===== config.mk =====
export PLATFORM = sky130hd
export DESIGN_NAME = sdd_desc_dma
export DESIGN_NICKNAME = d
export VERILOG_FILES = /design/src/rtl/sdd_pkg.sv /design/src/rtl/sdd_size_clamp.sv /design/src/rtl/sdd_remain_ctr.sv /design/src/rtl/sdd_flag_bank.sv /design/src/rtl/sdd_desc_dma.sv
export SDC_FILE = /design/constraint.sdc
export NUM_CORES = 1
export LEC_CHECK = 0
export BUFFER_PORTS_ARGS = -buffer_cell sky130_fd_sc_hd__buf_2
export CAP_MARGIN = 20
export CELL_PAD_IN_SITES_DETAIL_PLACEMENT = 1
export CELL_PAD_IN_SITES_GLOBAL_PLACEMENT = 2
export CORE_AREA = 2 2 282 201
export DETAILED_ROUTE_END_ITERATION = 8
export DIE_AREA = 0 0 284 203
export MAX_ROUTING_LAYER = met4
export PLACE_DENSITY_LB_ADDON = 0.1
export RECOVER_POWER = 25
export REMOVE_ABC_BUFFERS = 1
export SLEW_MARGIN = 20
export SYNTH_ARGS = -nofsm -noshare
export SYNTH_HDL_FRONTEND = slang
export SYNTH_SLANG_ARGS = --single-unit

===== constraint.sdc =====
create_clock -name clk -period 3.95 [get_ports clk]
set_clock_uncertainty 0.1 [all_clocks]
set_input_delay 0.395 -clock clk [delete_from_list [all_inputs] [get_ports clk]]
set_output_delay 0.395 -clock clk [all_outputs]
set_load 0.01 [all_outputs]

===== src/rtl/sdd_pkg.sv =====
package sdd_pkg;

    localparam int unsigned WORD_BITS = 32;

    // status word bit positions, shared with software
    localparam int unsigned ST_HOLD = 31;
    localparam int unsigned ST_ERR  = 30;
    localparam int unsigned ST_LAST = 2;

    typedef enum logic [2:0] {
        S_IDLE,
        S_WAIT_CARD,
        S_FETCH,
        S_MEM_BEAT,
        S_CARD_BEAT,
        S_GAP,
        S_WBACK
    } sdd_state_e;

    typedef struct packed {
        logic data_done;
        logic card_evt;
        logic summary;
        logic tx_done;
        logic rx_done;
        logic error;
    } sdd_flags_t;

endpackage


===== src/rtl/sdd_size_clamp.sv =====
module sdd_size_clamp #(
    parameter int unsigned MAX_BYTES = 8192,
    parameter int unsigned CNT_W     = 12
) (
    input  logic [31:0]      desc_size,
    input  logic [31:0]      remain,
    output logic [CNT_W-1:0] words
);
    logic [31:0] eff_size;
    logic [31:0] take;

    always_comb begin
        if (desc_size == 32'd0 || desc_size > 32'(MAX_BYTES))
            eff_size = 32'(MAX_BYTES);
        else
            eff_size = desc_size;
        take  = (remain < eff_size) ? remain : eff_size;
        words = CNT_W'((take + 32'd3) >> 2);
    end
endmodule


===== src/rtl/sdd_remain_ctr.sv =====
module sdd_remain_ctr (
    input  logic        clk,
    input  logic        rst_n,
    input  logic        load,
    input  logic [31:0] load_val,
    input  logic        dec,
    output logic [31:0] remain,
    output logic        zero_hit
);
    assign zero_hit = dec && (remain != 32'd0) && (remain <= 32'd4);

    always_ff @(posedge clk or negedge rst_n) begin
        if (!rst_n)
            remain <= 32'd0;
        else if (load)
            remain <= load_val;
        else if (dec)
            remain <= (remain > 32'd4) ? remain - 32'd4 : 32'd0;
    end
endmodule


===== src/rtl/sdd_flag_bank.sv =====
module sdd_flag_bank
    import sdd_pkg::*;
(
    input  logic       clk,
    input  logic       rst_n,
    input  logic       clr,
    input  sdd_flags_t set,
    output sdd_flags_t q
);
    always_ff @(posedge clk or negedge rst_n) begin
        if (!rst_n)
            q <= '0;
        else if (clr)
            q <= '0;
        else
            q <= q | set;
    end
endmodule


===== src/rtl/sdd_desc_dma.sv =====
module sdd_desc_dma
    import sdd_pkg::*;
#(
    parameter int unsigned MAX_DESC_BYTES = 8192,
    parameter int unsigned CHUNK_BYTES    = 1024
) (
    input  logic        clk,
    input  logic        rst_n,
    input  logic        start,
    input  logic        dir_to_card,
    input  logic        dma_en,
    input  logic [31:0] byte_count,
    input  logic [31:0] block_size,
    input  logic [31:0] desc_base,
    input  logic        card_data_ready,
    output logic        mem_req,
    output logic        mem_we,
    output logic [31:0] mem_addr,
    output logic [31:0] mem_wdata,
    input  logic        mem_ack,
    input  logic        mem_err,
    input  logic [31:0] mem_rdata,
    output logic        card_tx_valid,
    output logic [31:0] card_tx_data,
    input  logic        card_tx_ready,
    input  logic        card_rx_valid,
    input  logic [31:0] card_rx_data,
    output logic        card_rx_ready,
    output logic        busy,
    output logic [31:0] remain,
    output logic        flag_data_done,
    output logic        flag_card_evt,
    output logic        flag_summary,
    output logic        flag_tx_done,
    output logic        flag_rx_done,
    output logic        flag_error
);
    localparam int unsigned MAX_WORDS   = MAX_DESC_BYTES / 4;
    localparam int unsigned CNT_W       = $clog2(MAX_WORDS) + 1;
    localparam int unsigned CHUNK_WORDS = CHUNK_BYTES / 4;
    localparam int unsigned CHK_W       = $clog2(CHUNK_WORDS) + 1;

    sdd_state_e state, nxt;

    logic [31:0]       desc_addr;
    logic [1:0]        fetch_idx;
    logic [31:0]       stat_w;
    logic [31:0]       size_w;
    logic [29:0]       buf_w;
    logic [31:0]       next_w;
    logic              dir_q;
    logic              err_q;
    logic [CNT_W-1:0]  word_total;
    logic [CNT_W-1:0]  word_idx;
    logic [CHK_W-1:0]  chunk_cnt;
    logic [31:0]       data_q;
    logic [CNT_W-1:0]  words_w;

    logic       go_ok, accept, word_done, last_word, chunk_end;
    logic       wb_end, finish_ok, abort_now, zero_hit;
    sdd_state_e first_beat;
    sdd_flags_t flag_set, flags_q;

    assign go_ok      = dma_en && (byte_count != 32'd0) && (block_size != 32'd0);
    assign accept     = (state == S_IDLE) && start && go_ok;
    assign word_done  = ((state == S_MEM_BEAT) && mem_ack && !mem_err && !dir_q) ||
                        ((state == S_CARD_BEAT) && dir_q && card_tx_ready);
    assign last_word  = (word_idx == word_total - CNT_W'(1));
    assign chunk_end  = (chunk_cnt == CHK_W'(CHUNK_WORDS - 1));
    assign first_beat = dir_q ? S_MEM_BEAT : S_CARD_BEAT;
    assign wb_end     = err_q || mem_err || stat_w[ST_LAST] || (remain == 32'd0);
    assign finish_ok  = (state == S_WBACK) && mem_ack && !err_q && !mem_err &&
                        (stat_w[ST_LAST] || (remain == 32'd0));
    assign abort_now  = (state == S_WBACK) && mem_ack && (err_q || mem_err);

    sdd_size_clamp #(.MAX_BYTES(MAX_DESC_BYTES), .CNT_W(CNT_W)) u_clamp (
        .desc_size (size_w),
        .remain    (remain),
        .words     (words_w)
    );

    sdd_remain_ctr u_remain (
        .clk      (clk),
        .rst_n    (rst_n),
        .load     (accept),
        .load_val (byte_count),
        .dec      (word_done),
        .remain   (remain),
        .zero_hit (zero_hit)
    );

    always_comb begin
        flag_set           = '0;
        flag_set.data_done = zero_hit || finish_ok;
        flag_set.card_evt  = finish_ok;
        flag_set.summary   = finish_ok;
        flag_set.tx_done   = finish_ok && dir_q;
        flag_set.rx_done   = finish_ok && !dir_q;
        flag_set.error     = abort_now;
    end

    sdd_flag_bank u_flags (
        .clk   (clk),
        .rst_n (rst_n),
        .clr   (accept),
        .set   (flag_set),
        .q     (flags_q)
    );

    assign flag_data_done = flags_q.data_done;
    assign flag_card_evt  = flags_q.card_evt;
    assign flag_summary   = flags_q.summary;
    assign flag_tx_done   = flags_q.tx_done;
    assign flag_rx_done   = flags_q.rx_done;
    assign flag_error     = flags_q.error;

    // state register
    always_ff @(posedge clk or negedge rst_n) begin
        if (!rst_n) state <= S_IDLE;
        else        state <= nxt;
    end

    // next-state logic
    always_comb begin
        nxt = state;
        unique case (state)
            S_IDLE: begin
                if (accept)
                    nxt = (!dir_to_card && !card_data_ready) ? S_WAIT_CARD : S_FETCH;
            end
            S_WAIT_CARD: begin
                if (card_data_ready) nxt = S_FETCH;
            end
            S_FETCH: begin
                if (mem_ack) begin
                    if (mem_err)                nxt = S_WBACK;
                    else if (fetch_idx == 2'd3) nxt = first_beat;
                end
            end
            S_MEM_BEAT: begin
                if (mem_ack) begin
                    if (mem_err)    nxt = S_WBACK;
                    else if (dir_q) nxt = S_CARD_BEAT;
                    else if (last_word) nxt = S_WBACK;
                    else if (chunk_end) nxt = S_GAP;
                    else            nxt = S_CARD_BEAT;
                end
            end
            S_CARD_BEAT: begin
                if (dir_q) begin
                    if (card_tx_ready) begin
                        if (last_word)      nxt = S_WBACK;
                        else if (chunk_end) nxt = S_GAP;
                        else                nxt = S_MEM_BEAT;
                    end
                end else if (card_rx_valid) begin
                    nxt = S_MEM_BEAT;
                end
            end
            S_GAP: nxt = first_beat;
            S_WBACK: begin
                if (mem_ack) nxt = wb_end ? S_IDLE : S_FETCH;
            end
            default: nxt = S_IDLE;
        endcase
    end

    // outputs
    always_comb begin
        mem_req       = 1'b0;
        mem_we        = 1'b0;
        mem_addr      = 32'd0;
        mem_wdata     = 32'd0;
        card_tx_valid = 1'b0;
        card_rx_ready = 1'b0;
        unique case (state)
            S_FETCH: begin
                mem_req  = 1'b1;
                mem_addr = desc_addr + 32'({fetch_idx, 2'b00});
            end
            S_MEM_BEAT: begin
                mem_req   = 1'b1;
                mem_we    = !dir_q;
                mem_addr  = {buf_w, 2'b00} + (32'(word_idx) << 2);
                mem_wdata = data_q;
            end
            S_CARD_BEAT: begin
                card_tx_valid = dir_q;
                card_rx_ready = !dir_q;
            end
            S_WBACK: begin
                mem_req   = 1'b1;
                mem_we    = 1'b1;
                mem_addr  = desc_addr;
                mem_wdata = stat_w;
                mem_wdata[ST_HOLD] = 1'b0;
                mem_wdata[ST_ERR]  = stat_w[ST_ERR] | err_q;
            end
            default: ;
        endcase
    end

    assign card_tx_data = data_q;
    assign busy         = (state != S_IDLE);

    // datapath registers
    always_ff @(posedge clk or negedge rst_n) begin
        if (!rst_n) begin
            desc_addr  <= 32'd0;
            fetch_idx  <= 2'd0;
            stat_w     <= 32'd0;
            size_w     <= 32'd0;
            buf_w      <= 30'd0;
            next_w     <= 32'd0;
            dir_q      <= 1'b0;
            err_q      <= 1'b0;
            word_total <= '0;
            word_idx   <= '0;
            chunk_cnt  <= '0;
            data_q     <= 32'd0;
        end else begin
            unique case (state)
                S_IDLE: begin
                    if (accept) begin
                        desc_addr <= desc_base;
                        dir_q     <= dir_to_card;
                        err_q     <= 1'b0;
                        fetch_idx <= 2'd0;
                        stat_w    <= 32'd0;
                    end
                end
                S_FETCH: begin
                    if (mem_ack) begin
                        if (mem_err) begin
                            err_q     <= 1'b1;
                            fetch_idx <= 2'd0;
                        end else begin
                            unique case (fetch_idx)
                                2'd0: stat_w <= mem_rdata;
                                2'd1: size_w <= mem_rdata;
                                2'd2: buf_w  <= mem_rdata[31:2];
                                2'd3: next_w <= mem_rdata;
                                default: ;
                            endcase
                            fetch_idx <= fetch_idx + 2'd1;
                            if (fetch_idx == 2'd3) begin
                                word_total <= words_w;
                                word_idx   <= '0;
                                chunk_cnt  <= '0;
                            end
                        end
                    end
                end
                S_MEM_BEAT: begin
                    if (mem_ack) begin
                        if (mem_err)    err_q  <= 1'b1;
                        else if (dir_q) data_q <= mem_rdata;
                    end
                end
                S_CARD_BEAT: begin
                    if (!dir_q && card_rx_valid) data_q <= card_rx_data;
                end
                S_WBACK: begin
                    if (mem_ack && !wb_end) begin
                        desc_addr <= next_w;
                        stat_w    <= 32'd0;
                    end
                end
                default: ;
            endcase
            if (word_done) begin
                word_idx  <= word_idx + CNT_W'(1);
                chunk_cnt <= chunk_end ? '0 : chunk_cnt + CHK_W'(1);
            end
        end
    end
endmodule


Word-level counts from Yosys, hierarchy flattened

Cells that the tools add are included.

Flip-flop bits (word level): 267
Bits of input ports: 170
Output and inout bits: 139
Word-level logic and storage cells: 192

Add/sub/neg operators: 8
Magnitude comparators: 4
Eq/ne operators: 28
Multiplexer cells: 65
Bitwise gates (word level): 3
Reductions and logical operators: 64

Operator list:

| kind                                                  | count |
|---|---|
| 2-to-1 mux 32 bit                                     | 10 |
| case mux 32 bit (2 select lines)                      | 3 |
| 2-to-1 mux 31 bit                                     | 5 |
| case mux 32 bit (3 select lines)                      | 1 |
| nonzero test 32 bit                                   | 3 |
| case mux 31 bit (3 select lines)                      | 1 |
| zero test 32 bit                                      | 2 |
| 2-to-1 mux 12 bit                                     | 5 |
| 2-to-1 mux 9 bit                                      | 6 |
| 2-to-1 mux 3 bit                                      | 13 |
| adder 32 x 14 -> 32 bit                               | 1 |
| adder 32 x 4 -> 32 bit                                | 1 |
| > comparator 32 x 14 -> 1 bit (second input constant) | 1 |
| > comparator 32 x 3 -> 1 bit (second input constant)  | 1 |
| <= comparator 32 x 3 -> 1 bit (second input constant) | 1 |
| less-than comparator 32 bit                           | 1 |
| subtractor 32 x 3 -> 32 bit (second input constant)   | 1 |
| logical AND 1 bit                                     | 21 |
| case mux 3 bit (7 select lines)                       | 1 |
| AND reduction 4 bit                                   | 5 |
| 2-to-1 mux 2 bit                                      | 8 |
| != test 2 bit (second input constant)                 | 8 |
| nonzero test 2 bit                                    | 8 |
| adder 14 x 2 -> 14 bit (second input constant)        | 1 |
| other kinds (33)                                      | 64 |

Longest topological paths before layout

Depth in word-level cells: 10
Mapped depth: 18
Mapped depth without buffers: 13

By module

Synthesis repeated with hierarchy kept, for this count alone.

Cell total of the unflattened synthesis: 1895
Area total of the unflattened synthesis: 16988.8 um^2

Modules (own cells, without submodules):

| module         | instances | cells each | area an instance (um^2) | seq. area each (um^2) |
|---|---|---|---|---|
| sdd_desc_dma   | 1         | 1450       | 13183.9                 | 5730.5 |
| sdd_remain_ctr | 1         | 233        | 2113.3                  | 800.8 |
| sdd_size_clamp | 1         | 200        | 1481.4                  | 0.0 |
| sdd_flag_bank  | 1         | 12         | 210.2                   | 150.1 |

Worst setup path after synthesis

No wires, ideal clock.

Path kind: reg-to-reg
Start: register size_w[15]
End: register word_total[11]
Setup time: 0.095 ns
Arrival time: 3.972 ns
Required time: 3.755 ns
Path slack: -0.217 ns
Stages on the path, launching flop included: 17
Buffers on the path: 4
Period minus slack after synthesis: 4.167 ns
Cell sequence: dfrtp_1 -> or4_1 -> nor4_1 -> and2_1 -> clkbuf_1 -> clkbuf_1 -> buf_1 -> nand2_1 -> ha_1 -> a21oi_1 -> a21oi_1 -> o311ai_0 -> nand2_1 -> nor3_1 -> clkbuf_1 -> and3b_1 -> o31ai_1

Longest elaborated chain between the ends: 6
Elaborated cells between the ends (all ways): 7
Classes of those cells: add/sub (1); order compare (2); mux (2); reduce/logical (2)

RTL lines:

| what                                                              | line                 | source |
|---|---|---|
| start, declared                                                   | sdd_desc_dma.sv:48   | `logic [31:0] size_w;` |
| start signal, assigned                                            | sdd_desc_dma.sv:240  | `2'd1: size_w <= mem_rdata;` |
| > comparator 32 x 14 -> 1 bit or zero test 32 bit (tied branches) | sdd_size_clamp.sv:13 | `if (desc_size == 32'd0 \|\| desc_size > 32'(MAX_BYTES))` |
| logical OR 1 bit                                                  | sdd_size_clamp.sv:13 |  |
| 2-to-1 mux 32 bit (*)                                             | sdd_size_clamp.sv:13 |  |
| less-than comparator 32 bit                                       | sdd_size_clamp.sv:17 | `take = (remain < eff_size) ? remain : eff_size;` |
| 2-to-1 mux 14 bit (*)                                             | sdd_size_clamp.sv:17 |  |
| adder 14 x 2 -> 14 bit (*)                                        | sdd_size_clamp.sv:18 | `words = CNT_W'((take + 32'd3) >> 2);` |
| end signal, assigned                                              | sdd_desc_dma.sv:247  | `word_total <= words_w;` |
| end, declared                                                     | sdd_desc_dma.sv:53   | `logic [CNT_W-1:0] word_total;` |

Every way passes the cells marked *; elsewhere a longest branch is shown, timed or not.
A chain may end at the register's enable or synchronous reset.

Worst setup path after layout

Start: register size_w[15]
End: register word_total[9]

The elaborated chain is that of the path after synthesis.

==> flow_metrics.py <==
metrics = {
    "outcome": {
        "status": "complete, but fails checks",
        "violations": "capacitance limit, slew limit",
    },
    "power": {
        "pwr_density_cell_nw_per_um2": 693.0,
        "power.leakage_uw": 0.009945,
        "peakVddDrop_mv": 0.3177,
        "p_total_uw": 14240,
    },
    "timing": {
        "period_share_pct": 96.44,
        "max_freq_mhz": 262.5,
        "layout_setup_ws_ns": 0.1406,
        "setup_violations": 0,
        "post-route-min-period_ns": 3.809,
        "relSlewSlack_pct": -83.83,
        "rsz0062_at_grt": "true",
        "hold_viol": 0,
        "worst_pin_slew_ns": 2.757,
        "fin_tns_setup_ns": 0,
        "slew_violations": 92,
    },
    "place": {
        "globalplace.congestion": 0.8594,
        "dp.cells": 2862,
        "port-buffer-count": 308,
        "dp_slack_ns": -0.05754,
        "hpwl_um": 47230,
    },
    "route": {
        "drc": 0,
        "dr.pass1.iters": 5,
        "post_drt_via_cell_ratio": 5.063,
        "drt_wl_total_um": 64090,
        "drt_iter0_drc": 811,
        "wl_per_cell_um": 21.73,
        "ant_nets": 0,
        "vias": 14930,
    },
    "setup_path": {
        "worstPathArrival_ns": 4.18,
        "cp-end-kind": "register",
        "start_kind": "register",
        "crit_type": "register to register",
        "cp.required_ns": 4.32,
        "critPathMaxFanout": 23,
    },
    "clocking": {
        "root_buffer": "clkbuf_16",
        "cts.clk_slew.worst_paths_ns": 0.06,
        "clock-sinks": 267,
        "max-clock-path-buffers": 3,
        "tritoncts": "done",
        "clk_latency_ns": 0.55,
        "cts_made_buffers": 34,
        "h-tree-depth": 2,
    },
    "grt": {
        "track_usage_pct": 22.62,
        "antenna_found_initial": 10,
        "grt_pass1_vias": 15720,
        "grt_max_degree": 94,
        "grt_pass1_wl_um": 97790,
        "grt_overflow": 0,
    },
    "die": {
        "start_util_pct": 29.75,
        "top_level_ports": 309,
        "num_rows": 72,
        "die_width_um": 284,
        "dieArea_um2": 57650,
        "core_area_um2": 54770,
        "die-height_um": 203,
    },
    "final_layout": {
        "syn_to_final_growth_pct": 26.13,
        "layout_common_cells": "nand2_1, buf_2, dfrtp_1",
        "final_common_cell": "nand2_1",
        "drive_gt1_share_pct": 25.63,
        "layout.cells.non_filler": 2949,
        "nNetsFinal": 2412,
        "final_util_pct": 37.53,
    },
    "yosys": {
        "syn_inst": 1824,
        "ys_seq_elements": 267,
        "synth_top_flop_cell": "dfrtp_1",
        "syn_area_um2": 16300,
        "ys_seq_area_share_pct": 41.00,
        "synth-edff-count": 0,
        "synth.distinct_cells": 75,
        "postSynthAreaPerCell_um2": 8.935,
        "async_reset_ff_share_pct": 100.0,
        "ys_warn_count": 0,
    },
    "min_path": {
        "hold_class": "input port to register",
    },
    "flow_run": {
        "cap_violations": 1,
    },
}
-- synthesized netlist by cell type (19+ instances only) --
library cell / n / area (µm²)
a21oi_1: 36 / 180.2
nand2_1: 407 / 1528
ha_1: 55 / 688.2
nand3_1: 57 / 285.3
o22ai_1: 19 / 118.9
o21ai_0: 135 / 675.7
mux2_4: 29 / 435.4
nor3_1: 31 / 155.2
inv_1: 56 / 210.2
nand4_1: 33 / 206.5
nor2_1: 104 / 390.4
nor4_1: 41 / 256.5
dfrtp_1: 267 / 6681
and3_1: 24 / 150.1
xnor2_1: 45 / 394.1
mux2_2: 68 / 765.7
xor2_1: 57 / 499.2
clkbuf_1: 77 / 289.0
mux2i_1: 69 / 690.7
-- routing by layer --
| metal | track usage (%) | share of wire (%) | vias up |
|---|---|---|---|
| li1 | - | - | 7127 |
| met1 | 33.21 | 52 | 7472 |
| met2 | 32.96 | 42 | 269 |
| met3 | 3.562 | 4.4 | 62 |
| met4 | 4.004 | 1.5 | 0 |
| met5 | - | 0 | - |
-- timing repair --
item,CTS,global route
endpoints found under the setup margin,5,23
buffers inserted,0,1
resized for setup,4,15
pin swaps,0,6
hold buffers,26,0
endpoints found under the hold margin,113,0
-- state kept, by name, summed over array words and instances, names as in the netlist --
register and flops:
stat_w 31, fetch_idx 2, dir_q 1, card_tx_data 32, desc_addr 32, err_q 1
buf_w 30, word_idx 12, word_total 12, state 3, next_w 32, u_flags.q 6
chunk_cnt 9, size_w 32, u_remain.remain 32
-- area by class of cell --
cell class | instances | area (µm²)
Antenna cell | 1 | 2.502
Sequential cell | 267 | 6683
Clock buffer | 47 | 969.7
Timing Repair Buffer | 405 | 2410
Fill cell | 6501 | 34220
Tap cell | 740 | 925.9
Clock inverter | 12 | 156.4
Multi-Input combinational cell | 1420 | 9194
Inverter | 57 | 214.0
-- through the flow --
step	hold WS, ns	cell area (µm²)
final	0.01204	20550
after detailed placement	0.3622	19090
after floorplan	-0.0005911	15930
after CTS	0.001517	20490
after global routing	0.01656	20550
after global placement	0.3572	19090
-- power breakdown --
group | internal (µW) | switching, µW
clock | 1870 | 1340
combinational | 2780 | 3510
sequential | 3680 | 1060
-- path summary, 6_finish.rpt --
path,endpoint,slack [ns],cells past startpoint,start
max in group asynchronous,desc_addr[18]$_DFFE_PN0P_,0.56,3,rst_n
max reg2reg,word_total[9]$_DFFE_PN0P_,0.14,15,size_w[15]$_DFFE_PN0P_
max,word_total[9]$_DFFE_PN0P_,0.14,15,size_w[15]$_DFFE_PN0P_
min reg2reg,next_w[30]$_DFFE_PN0P_,0.37,2,next_w[30]$_DFFE_PN0P_
min in group asynchronous,state[1]$_DFFE_PN0P_,1.12,2,rst_n
min,u_remain.remain[0]$_DFFE_PN0P_,0.01,3,byte_count[0]
-- critical path: stages, from the launching register on --
cell and delay (ns):
dfrtp_1 0.37, or4_4 0.55, nor4_4 0.22, buf_4 0.17, and2_4 0.14, buf_12 0.12, nand2_1 0.06, ha_1 0.30
nand3_1 0.12, nor3_2 0.26, nand3_1 0.13, a41oi_2 0.27, nor3_4 0.07, buf_12 0.16, or3b_2 0.47, a31oi_1 0.19
-- cells by family (layout without fill, tap and decap cells) --
group / count (synthesis) / after routing / synth area share [%]
xor+xnor: 102 / 102 / 5.482
flops: 267 / 267 / 41.00
buf+inv: 154 / 521 / 3.954
fa+ha+maj: 57 / 57 / 4.468
compound gates: 302 / 302 / 11.66
mux: 166 / 166 / 11.61
simple gates: 775 / 775 / 21.80
other cells: 1 / 19 / 0.02301
No activity file was read; power rests on OpenSTA's default activity.
